## src/rtl/pwm_pair_pkg.sv

```systemverilog
package pwm_pair_pkg;
  typedef enum logic {
    ST_WAIT_HI = 1'b0,
    ST_WAIT_LO = 1'b1
  } pair_state_e;
endpackage

```

## src/rtl/pair_seq_track.sv

```systemverilog
module pair_seq_track #(
  parameter int unsigned SEQ_W = 4
) (
  input  logic             clk_i,
  input  logic             rst_ni,
  input  logic             res_valid_i,
  input  logic [SEQ_W-1:0] res_seq_i,
  output logic             new_o,
  output logic             gap_o
);
  logic             seen_q;
  logic [SEQ_W-1:0] last_q;
  logic [SEQ_W-1:0] next_exp;

  assign next_exp = SEQ_W'(last_q + 1'b1);
  assign new_o    = res_valid_i && (!seen_q || (res_seq_i != last_q));
  assign gap_o    = seen_q && (res_seq_i != next_exp);

  always_ff @(posedge clk_i or negedge rst_ni) begin
    if (!rst_ni) begin
      seen_q <= 1'b0;
      last_q <= '0;
    end else if (new_o) begin
      seen_q <= 1'b1;
      last_q <= res_seq_i;
    end
  end

  // a consumed result is remembered so it is not taken twice
  a_r3_consume_once: assert property (@(posedge clk_i) disable iff (!rst_ni)
    new_o |=> (seen_q && (last_q == $past(res_seq_i))));
endmodule

```

## src/rtl/pair_fsm.sv

```systemverilog
module pair_fsm
  import pwm_pair_pkg::*;
#(
  parameter int unsigned DUR_W = 16
) (
  input  logic             clk_i,
  input  logic             rst_ni,
  input  logic             new_i,
  input  logic             gap_i,
  input  logic             level_i,
  input  logic [DUR_W-1:0] dur_i,
  output logic             fire_o,
  output logic [DUR_W-1:0] hi_o
);
  pair_state_e      state_q, state_d;
  logic [DUR_W-1:0] hi_q, hi_d;

  always_comb begin
    state_d = state_q;
    hi_d    = hi_q;
    fire_o  = 1'b0;
    if (new_i) begin
      unique case (state_q)
        ST_WAIT_HI: begin
          if (level_i) begin
            hi_d    = dur_i;
            state_d = ST_WAIT_LO;
          end
        end
        ST_WAIT_LO: begin
          if (level_i) begin
            hi_d = dur_i;              // newer high replaces pending one
          end else if (!gap_i) begin
            fire_o  = 1'b1;
            state_d = ST_WAIT_HI;
          end else begin
            state_d = ST_WAIT_HI;      // skipped period: drop pending high
          end
        end
        default: state_d = ST_WAIT_HI;
      endcase
    end
  end

  always_ff @(posedge clk_i or negedge rst_ni) begin
    if (!rst_ni) begin
      state_q <= ST_WAIT_HI;
      hi_q    <= '0;
    end else begin
      state_q <= state_d;
      hi_q    <= hi_d;
    end
  end

  assign hi_o = hi_q;

  // a pair can only close from the high-pending state
  a_r2_fire_from_wait_lo: assert property (@(posedge clk_i) disable iff (!rst_ni)
    fire_o |-> (state_q == ST_WAIT_LO));
  // a gapped low never closes a pair
  a_r4_gap_blocks: assert property (@(posedge clk_i) disable iff (!rst_ni)
    (new_i && gap_i && !level_i) |-> !fire_o);
endmodule

```

## src/rtl/pair_out_reg.sv

```systemverilog
module pair_out_reg #(
  parameter int unsigned DUR_W = 16,
  localparam int unsigned PER_W = DUR_W + 1
) (
  input  logic             clk_i,
  input  logic             rst_ni,
  input  logic             fire_i,
  input  logic [DUR_W-1:0] hi_i,
  input  logic [DUR_W-1:0] lo_i,
  output logic             valid_o,
  output logic [DUR_W-1:0] hi_o,
  output logic [DUR_W-1:0] lo_o,
  output logic [PER_W-1:0] per_o
);
  always_ff @(posedge clk_i or negedge rst_ni) begin
    if (!rst_ni) begin
      valid_o <= 1'b0;
      hi_o    <= '0;
      lo_o    <= '0;
      per_o   <= '0;
    end else begin
      valid_o <= fire_i;
      if (fire_i) begin
        hi_o  <= hi_i;
        lo_o  <= lo_i;
        per_o <= {1'b0, hi_i} + {1'b0, lo_i};
      end
    end
  end

  // outputs only move with a new pair
  a_r7_hold_stable: assert property (@(posedge clk_i) disable iff (!rst_ni)
    !fire_i |=> ($stable(hi_o) && $stable(lo_o) && $stable(per_o)));
endmodule

```

## src/rtl/pwm_pair_capture.sv

```systemverilog
module pwm_pair_capture #(
  parameter int unsigned DUR_W = 16,
  parameter int unsigned SEQ_W = 4,
  localparam int unsigned PER_W = DUR_W + 1
) (
  input  logic             clk_i,
  input  logic             rst_ni,
  input  logic             res_valid_i,
  input  logic             res_level_i,
  input  logic [DUR_W-1:0] res_dur_i,
  input  logic [SEQ_W-1:0] res_seq_i,
  output logic             pair_valid_o,
  output logic [DUR_W-1:0] high_dur_o,
  output logic [DUR_W-1:0] low_dur_o,
  output logic [PER_W-1:0] period_o
);
  logic             new_w, gap_w, fire_w;
  logic [DUR_W-1:0] hi_w;

  pair_seq_track #(.SEQ_W(SEQ_W)) u_track (
    .clk_i      (clk_i),
    .rst_ni     (rst_ni),
    .res_valid_i(res_valid_i),
    .res_seq_i  (res_seq_i),
    .new_o      (new_w),
    .gap_o      (gap_w)
  );

  pair_fsm #(.DUR_W(DUR_W)) u_fsm (
    .clk_i  (clk_i),
    .rst_ni (rst_ni),
    .new_i  (new_w),
    .gap_i  (gap_w),
    .level_i(res_level_i),
    .dur_i  (res_dur_i),
    .fire_o (fire_w),
    .hi_o   (hi_w)
  );

  pair_out_reg #(.DUR_W(DUR_W)) u_out (
    .clk_i  (clk_i),
    .rst_ni (rst_ni),
    .fire_i (fire_w),
    .hi_i   (hi_w),
    .lo_i   (res_dur_i),
    .valid_o(pair_valid_o),
    .hi_o   (high_dur_o),
    .lo_o   (low_dur_o),
    .per_o  (period_o)
  );

  // strobe lasts a single clock
  a_r6_one_cycle_strobe: assert property (@(posedge clk_i) disable iff (!rst_ni)
    pair_valid_o |=> !pair_valid_o);
  // the result closing a pair was a valid low
  a_r2_closed_by_low: assert property (@(posedge clk_i) disable iff (!rst_ni)
    pair_valid_o |-> ($past(res_valid_i) && !$past(res_level_i)));
  // period is the sum of the pair
  a_r8_period_sum: assert property (@(posedge clk_i) disable iff (!rst_ni)
    pair_valid_o |-> (period_o == ({1'b0, high_dur_o} + {1'b0, low_dur_o})));
endmodule

```

## config.mk

```make
export PLATFORM = sky130hd
export DESIGN_NAME = pwm_pair_capture
export DESIGN_NICKNAME = d
export VERILOG_FILES = /design/src/rtl/pwm_pair_pkg.sv /design/src/rtl/pair_seq_track.sv /design/src/rtl/pair_fsm.sv /design/src/rtl/pair_out_reg.sv /design/src/rtl/pwm_pair_capture.sv
export SDC_FILE = /design/constraint.sdc
export NUM_CORES = 1
export LEC_CHECK = 0
export ABC_AREA = 1
export CAP_MARGIN = 20
export CELL_PAD_IN_SITES_DETAIL_PLACEMENT = 0
export CELL_PAD_IN_SITES_GLOBAL_PLACEMENT = 1
export CORE_MARGIN = 2
export CORE_UTILIZATION = 45
export CTS_CLUSTER_DIAMETER = 30
export DETAILED_ROUTE_END_ITERATION = 16
export DONT_BUFFER_PORTS = 1
export PLACE_DENSITY = 0.89
export SLEW_MARGIN = 15
export SYNTH_ARGS = -nofsm -noshare
export SYNTH_HDL_FRONTEND = slang
export SYNTH_SLANG_ARGS = --single-unit
```

## constraint.sdc

```tcl
create_clock -name clk_i -period 2.35 [get_ports clk_i]
set_input_delay 0.5875 -clock clk_i [delete_from_list [all_inputs] [get_ports clk_i]]
set_output_delay 0.5875 -clock clk_i [all_outputs]
set_load 0.01 [all_outputs]
```

==> impl_metrics.py, run 1 <==
metrics = {
    "synthesis": {
        "syn_nets": 569,
        "syn_inst": 527,
        "yosysUniqueCellTypes": 27,
        "synth_area_leaders": "dfrtp_1 47%, nand2_1 28%, ha_1 5.5%, inv_1 4.3%, nand3_1 3.6%",
        "synth_largest_area_cell": "dfrtp_1",
        "syn_area_um2": 3850,
        "syn_avg_cell_area_um2": 7.31,
        "netlist_top_cells_count": "290 x nand2_1, 72 x dfrtp_1, 44 x inv_1, 28 x nand3_1, 20 x nor2_1",
        "ys_ff_latch": 72,
        "yosys_warnings": 0,
        "synth_edf_count": 0,
        "synth_ff_type": "dfrtp_1",
        "yosysMostFrequentCell": "nand2_1",
        "netlist.area_leader.share_pct": 46.8,
        "ys_seq_area_share_pct": 46.8,
        "ys_async_sr_fraction_pct": 100,
    },
    "routing": {
        "ant_nets": 0,
        "wl_per_cell_um": 13.3,
        "routed_wl_um": 8470,
        "vias": 3052,
        "drt_iter0_drc": 173,
        "post-route-drc-count": 0,
        "viasPerCell": 4.78,
        "drt_pre_antenna_iters": 5,
    },
    "power": {
        "ir_drop_v": 0.000335,
        "power_density_nw_per_um2": 895,
        "power.total_mw": 3.71,
        "p_leak_nw": 2.44,
        "clkPwrFrac_pct": 24.1,
        "power.switching_mw": 1.38,
        "p_comb_share_pct": 23.5,
        "sw_frac_of_total_pct": 37.2,
        "p_int_mw": 2.33,
        "sequentialPowerShare_pct": 52.4,
    },
    "global_routing": {
        "grt_pass1_wl_um": 14600,
        "overflow": 0,
        "grt_max_degree": 73,
        "antenna_found_initial": 0,
        "grt_pass1_vias": 3048,
        "grt_usage_pct": 20.6,
    },
    "layout": {
        "area_growth_pct": 7.83,
        "final_net_count": 571,
        "antennaDiodeCount": 0,
        "drive_gt1_share_pct": 5.62,
        "final_area_um2": 4150,
        "final-instance-count-excl-fill": 639,
        "fin_util_pct": 50.3,
        "n_fill_cell": 818,
    },
    "sta": {
        "max-slew-margin-rel_pct": 67.5,
        "setup_viol": 0,
        "fin_worst_skew_ns": 0.0149,
        "min_period_over_period_pct": 85.9,
        "hold_ws_ns": 0.104,
        "hold_violations": 0,
        "period_needed_ns": 2.02,
        "final_max_slew_viol_count": 0,
        "fmax_ghz": 0.496,
        "rsz0062_at_grt": "no",
        "worst_slew_pin_slew_ns": 0.486,
        "fin_setup_tns_ns": 0,
        "worst_slack_ns": 0.332,
    },
    "placement": {
        "pre_cts_ws_ns": 0.0669,
        "gp_congestion": 0.833,
        "postPlaceCellArea_um2": 3920,
        "portBuffers": 0,
        "place_inst": 621,
        "hpwl_um": 6080,
    },
    "clock_tree": {
        "h-tree-depth": 3,
        "cts_inserted_buffers": 9,
        "cts.clk_slew.worst_paths_ns": 0.08,
        "cts_tree": "done",
        "clock_latency_ns": 0.36,
        "cts_sinks": 72,
        "clock_path_buffers": 2,
        "cts_resized": 0,
        "root_buffer": "clkbuf_8",
    },
    "status": {
        "status": "finished, final reports clean",
    },
    "worst_setup_path": {
        "start_kind": "flop",
        "ff2ff_setup_slack_ns": 0.33,
        "required_ns": 2.64,
        "crit_type": "reg -> reg",
        "reg2reg_from": "u_track.last_q[1]$_DFFE_PN0P_",
        "cp_max_fo": 32,
        "reg2reg_to": "u_out.per_o[8]$_DFFE_PN0P_",
        "cp-end-kind": "flop",
        "worst_r2r_path_depth": 12,
        "crit_arrival_ns": 2.31,
    },
    "floorplan": {
        "rows": 33,
        "die-area_um2": 9310,
        "die_h_um": 96.5,
        "fp.dieW_um": 96.5,
        "io_pins": 74,
        "start_util_pct": 46.6,
        "core_um2": 8260,
    },
    "flow_run": {
        "cap_violations": 0,
    },
    "worst_hold_path": {
        "hold_class": "in -> async",
    },
}
==> repair_timing <==
action,4_1_cts,5_1_grt
hold buffers,1,0
setup buffers,0,0
hold endpoints to repair,72,0
==> sequential cells by signal, indices dropped and copies added, names as in the netlist <==
name	count
u_out.valid_o	1
u_fsm.state_q	1
u_track.last_q	4
u_track.seen_q	1
u_fsm.hi_o	16
u_out.per_o	17
u_out.hi_o	16
u_out.lo_o	16
==> per-layer routing <==
| layer | wire length [µm] | vias up | global-route usage, % |
|---|---|---|---|
| met4 | 201 | 0 | 9.15 |
| li1 | - | 1617 | - |
| met5 | 0 | - | 0 |
| met2 | 3860 | 67 | 32.8 |
| met1 | 3860 | 1355 | 25.9 |
| met3 | 549 | 13 | 6.36 |
==> how the worst max path moves through the flow <==
stage,slack (ns),cells past startpoint,startpoint,to
6_report,0.33,12,u_track.last_q[1]$_DFFE_PN0P_,u_out.per_o[8]$_DFFE_PN0P_
3_3_place_gp,0.16,8,res_seq_i[3],u_out.per_o[8]$_DFFE_PN0P_
3_5_place_dp,0.07,11,u_track.last_q[1]$_DFFE_PN0P_,u_out.per_o[8]$_DFFE_PN0P_
5_1_grt,0.12,12,u_track.last_q[1]$_DFFE_PN0P_,u_out.per_o[12]$_DFFE_PN0P_
4_1_cts,0.03,11,u_track.last_q[1]$_DFFE_PN0P_,u_out.per_o[8]$_DFFE_PN0P_
2_1_floorplan,0.47,12,res_dur_i[0],u_out.per_o[14]$_DFFE_PN0P_
==> layout make-up <==
type	instances	area, µm²	area share [%]
Tap cell	105	131	3.16
Timing Repair Buffer	5	77.6	1.87
Sequential cell	72	1800	43.4
Clock buffer	12	145	3.50
Clock inverter	4	28.8	0.693
Inverter	48	180	4.34
Multi-Input combinational cell	393	1790	43.0
==> worst max-delay path: stages, from the launching register on <==
cell and delay [ns]:
dfrtp_1 0.41, ha_1 0.31, inv_1 0.04, nand2_1 0.05, nand2_1 0.05, nor2_1 0.07
nand2_1 0.08, nor2_1 0.09, nor2_1 0.07, nor2_4 0.38, buf_16 0.23, nand2_1 0.08
nand2_1 0.06
==> cells in the final DEF, fill, tap and decap left out, types with 3 or more instances in the layout <==
| cell type | instances |
|---|---|
| xor2_1 | 5 |
| inv_1 | 44 |
| nand3_1 | 28 |
| ha_1 | 17 |
| a21oi_1 | 9 |
| clkbuf_8 | 10 |
| o21ai_0 | 4 |
| buf_4 | 3 |
| nand3b_1 | 3 |
| dfrtp_1 | 72 |
| nor2_1 | 20 |
| nand2_1 | 290 |
| nor3_1 | 3 |
| inv_2 | 4 |
==> cell families (layout without fill, tap and decap cells) <==
family,after synthesis,after routing,synth area share (%)
and+or+nand+nor,353,353,36.6
DFF,72,72,46.8
buffers and inverters,62,69,6.92
adders and majority gates,18,18,6.04
AOI/OAI and AO/OA,15,15,2.01
xor gates and xnor gates,7,7,1.59
==> power groups by stage <==
| stage | clock [mW] | sequential [mW] | combinational [mW] |
|---|---|---|---|
| floorplan | 0 | 1.90 | 0.707 |
| global placement | 0 | 1.97 | 0.825 |
| detailed placement | 0 | 1.98 | 0.846 |
| CTS | 0.920 | 1.96 | 0.885 |
| global route | 0.968 | 2.01 | 1.06 |
| finish | 0.894 | 1.95 | 0.873 |
(Power assumes the default switching activity.)
==> inputs of run 2 (changes only) <==
- SETUP_SLACK_MARGIN: default -> 0.05
- clock period: 2.35 -> 1.89 ns (I/O delays scaled with it)
==> run 2 against run 1 <==
Against the previous run: the run now ends with negative hold slack left; critical path depth rose by 1; sequential share of layout area shrank 2.6 points; design area grew 6.3%; utilization rose by 3.2 points; clock skew down 0.0017 ns; register-to-register slack lost 0.23 ns; worst setup slack got worse by 0.23 ns; fmax is 13% higher; sequential power increased by 25%; wire length increased by 5.1%; first-iteration DRC count grew 16%; global-route usage fell by 0.87 points.
==> impl_metrics.py, run 2 (synthesis results as in run 1) <==
metrics = {
    "routing": {
        "wl_per_cell_um": 13.8,
        "ant_nets": 0,
        "viasPerCell": 4.90,
        "vias": 3171,
        "drt_iter0_drc": 200,
        "drt_pre_antenna_iters": 4,
        "routed_wl_um": 8900,
        "post-route-drc-count": 0,
    },
    "layout": {
        "largest_reg_flops": 17,
        "antennaDiodeCount": 0,
        "final_cell_mix": "267 x nand2_1, 72 x dfrtp_1, 43 x inv_1, 28 x nand3_1, 19 x nor2_1",
        "final_net_count": 579,
        "final-instance-count-excl-fill": 647,
        "drive_gt1_share_pct": 12.7,
        "area_growth_pct": 14.6,
        "top_register": "u_out.per_o",
        "layout_commonest_cell": "nand2_1",
    },
    "clock_tree": {
        "cts.clk_slew.worst_paths_ns": 0.09,
        "root_buffer": "clkbuf_8",
        "clock_latency_ns": 0.35,
        "cts_tree": "done",
        "cts_sinks": 72,
        "cts_inserted_buffers": 9,
        "clock_path_buffers": 2,
        "h-tree-depth": 3,
    },
    "sta": {
        "period_needed_ns": 1.79,
        "hold_ws_ns": -0.186,
        "fin_worst_skew_ns": 0.0132,
        "hold_violations": 72,
        "rsz0062_at_grt": "yes",
        "min_period_over_period_pct": 94.6,
        "fin_setup_tns_ns": 0,
        "setup_viol": 0,
        "fmax_ghz": 0.560,
        "worst_slew_pin_slew_ns": 0.288,
        "max-slew-margin-rel_pct": 80.8,
        "final_max_slew_viol_count": 0,
        "worst_slack_ns": 0.103,
    },
    "placement": {
        "hpwl_um": 6130,
        "place_inst": 625,
        "portBuffers": 0,
        "pre_cts_ws_ns": 0.00951,
        "gp_congestion": 0.844,
    },
    "power": {
        "power.total_mw": 4.78,
        "sw_frac_of_total_pct": 36.6,
        "power_density_nw_per_um2": 1080,
        "p_comb_share_pct": 23.6,
        "ir_drop_v": 0.000496,
        "power.switching_mw": 1.75,
        "clkPwrFrac_pct": 25.6,
        "sequentialPowerShare_pct": 50.8,
        "p_int_mw": 3.03,
        "p_leak_nw": 2.59,
    },
    "worst_setup_path": {
        "cp_max_fo": 5,
        "crit_arrival_ns": 2.07,
        "cp-end-kind": "flop",
        "critical_path.top_delay_family": "simple AND/OR/NAND/NOR gates",
        "start_kind": "flop",
        "required_ns": 2.17,
        "crit_slowest_cell": "dfrtp_1",
        "cp_slowest_stage_delay_ns": 0.43,
        "crit_type": "reg -> reg",
        "crit_path_cell_trace": "ha_4, inv_2, nand2_2, nand2_2, nor2_1, nand2_1, nor2_1, nor2_2, nor2_4, buf_6, clkbuf_16, nand2_4, nand2_1",
        "crit_buf_inv": 3,
    },
    "global_routing": {
        "grt_pass1_wl_um": 14300,
        "overflow": 0,
        "grt_pass1_vias": 2958,
        "antenna_found_initial": 0,
        "grt_max_degree": 73,
        "grt_usage_pct": 19.8,
    },
    "flow_run": {
        "cap_violations": 0,
    },
    "floorplan": {
        "io_pins": 74,
        "start_util_pct": 46.6,
        "rows": 33,
        "die-area_um2": 9310,
        "core_um2": 8260,
        "fp.dieW_um": 96.5,
        "die_h_um": 96.5,
    },
    "status": {
        "violations": "negative hold slack",
        "status": "complete, but fails checks",
    },
    "worst_hold_path": {
        "hold_class": "in -> async",
    },
}
[run 2: worst paths after layout]
check                                              start                             to  slack, ns  cells past startpoint
max                        u_track.last_q[1]$_DFFE_PN0P_     u_out.hi_o[14]$_DFFE_PN0P_       0.10                     13
min                                               rst_ni      u_out.lo_o[2]$_DFFE_PN0P_      -0.19                      0
max reg2reg                u_track.last_q[1]$_DFFE_PN0P_     u_out.hi_o[14]$_DFFE_PN0P_       0.10                     13
min reg2reg                u_track.last_q[3]$_DFFE_PN0P_  u_track.last_q[3]$_DFFE_PN0P_       0.51                      2
max in group asynchronous                         rst_ni     u_out.per_o[7]$_DFFE_PN0P_       1.95                      0
min in group clk_i                         res_dur_i[13]     u_out.lo_o[13]$_DFFE_PN0P_       0.23                      2
[run 2: what timing repair did]
item,4_1_cts,5_1_grt
resized for setup,0,46
setup buffers,0,3
endpoints found under the setup margin,0,42
endpoints found under the hold margin,72,72
[run 2: layout make-up]
| type | instances | area, µm² |
|---|---|---|
| clock buffers | 10 | 128 |
| clock inverters | 6 | 67.6 |
| fillers | 802 | 3840 |
| inverters | 48 | 183 |
| multi-input cells | 393 | 1930 |
| flip-flops and latches | 72 | 1800 |
| well taps | 105 | 131 |
| repair buffers | 13 | 176 |
[run 2: metrics by stage]
stage	hold WS [ns]	utilization [%]	area, µm²
finish	-0.186	53.4	4410
CTS	-0.196	50.5	4170
detailed placement	0.179	48.2	3980
global placement	0.179	48.2	3980
floorplan	0.177	-	3850
global route	-0.205	53.4	4410
[run 2: power groups by stage]
stage / combinational [mW] / sequential, mW / clock (mW)
after floorplan: 0.879 / 2.36 / 0
after global placement: 1.04 / 2.45 / 0
after detailed placement: 1.07 / 2.46 / 0
after CTS: 1.08 / 2.43 / 1.25
after global routing: 1.33 / 2.51 / 1.31
final: 1.13 / 2.43 / 1.23
[run 2: metal layers]
layer	wire length (µm)	up-vias	share of wire, %	global-route usage, %
met5	0	-	0	0
met4	97	0	1.1	5.63
met3	567	9	6.4	5.82
met2	4190	73	47	30.6
met1	4050	1454	45	27.0
li1	-	1635	-	-
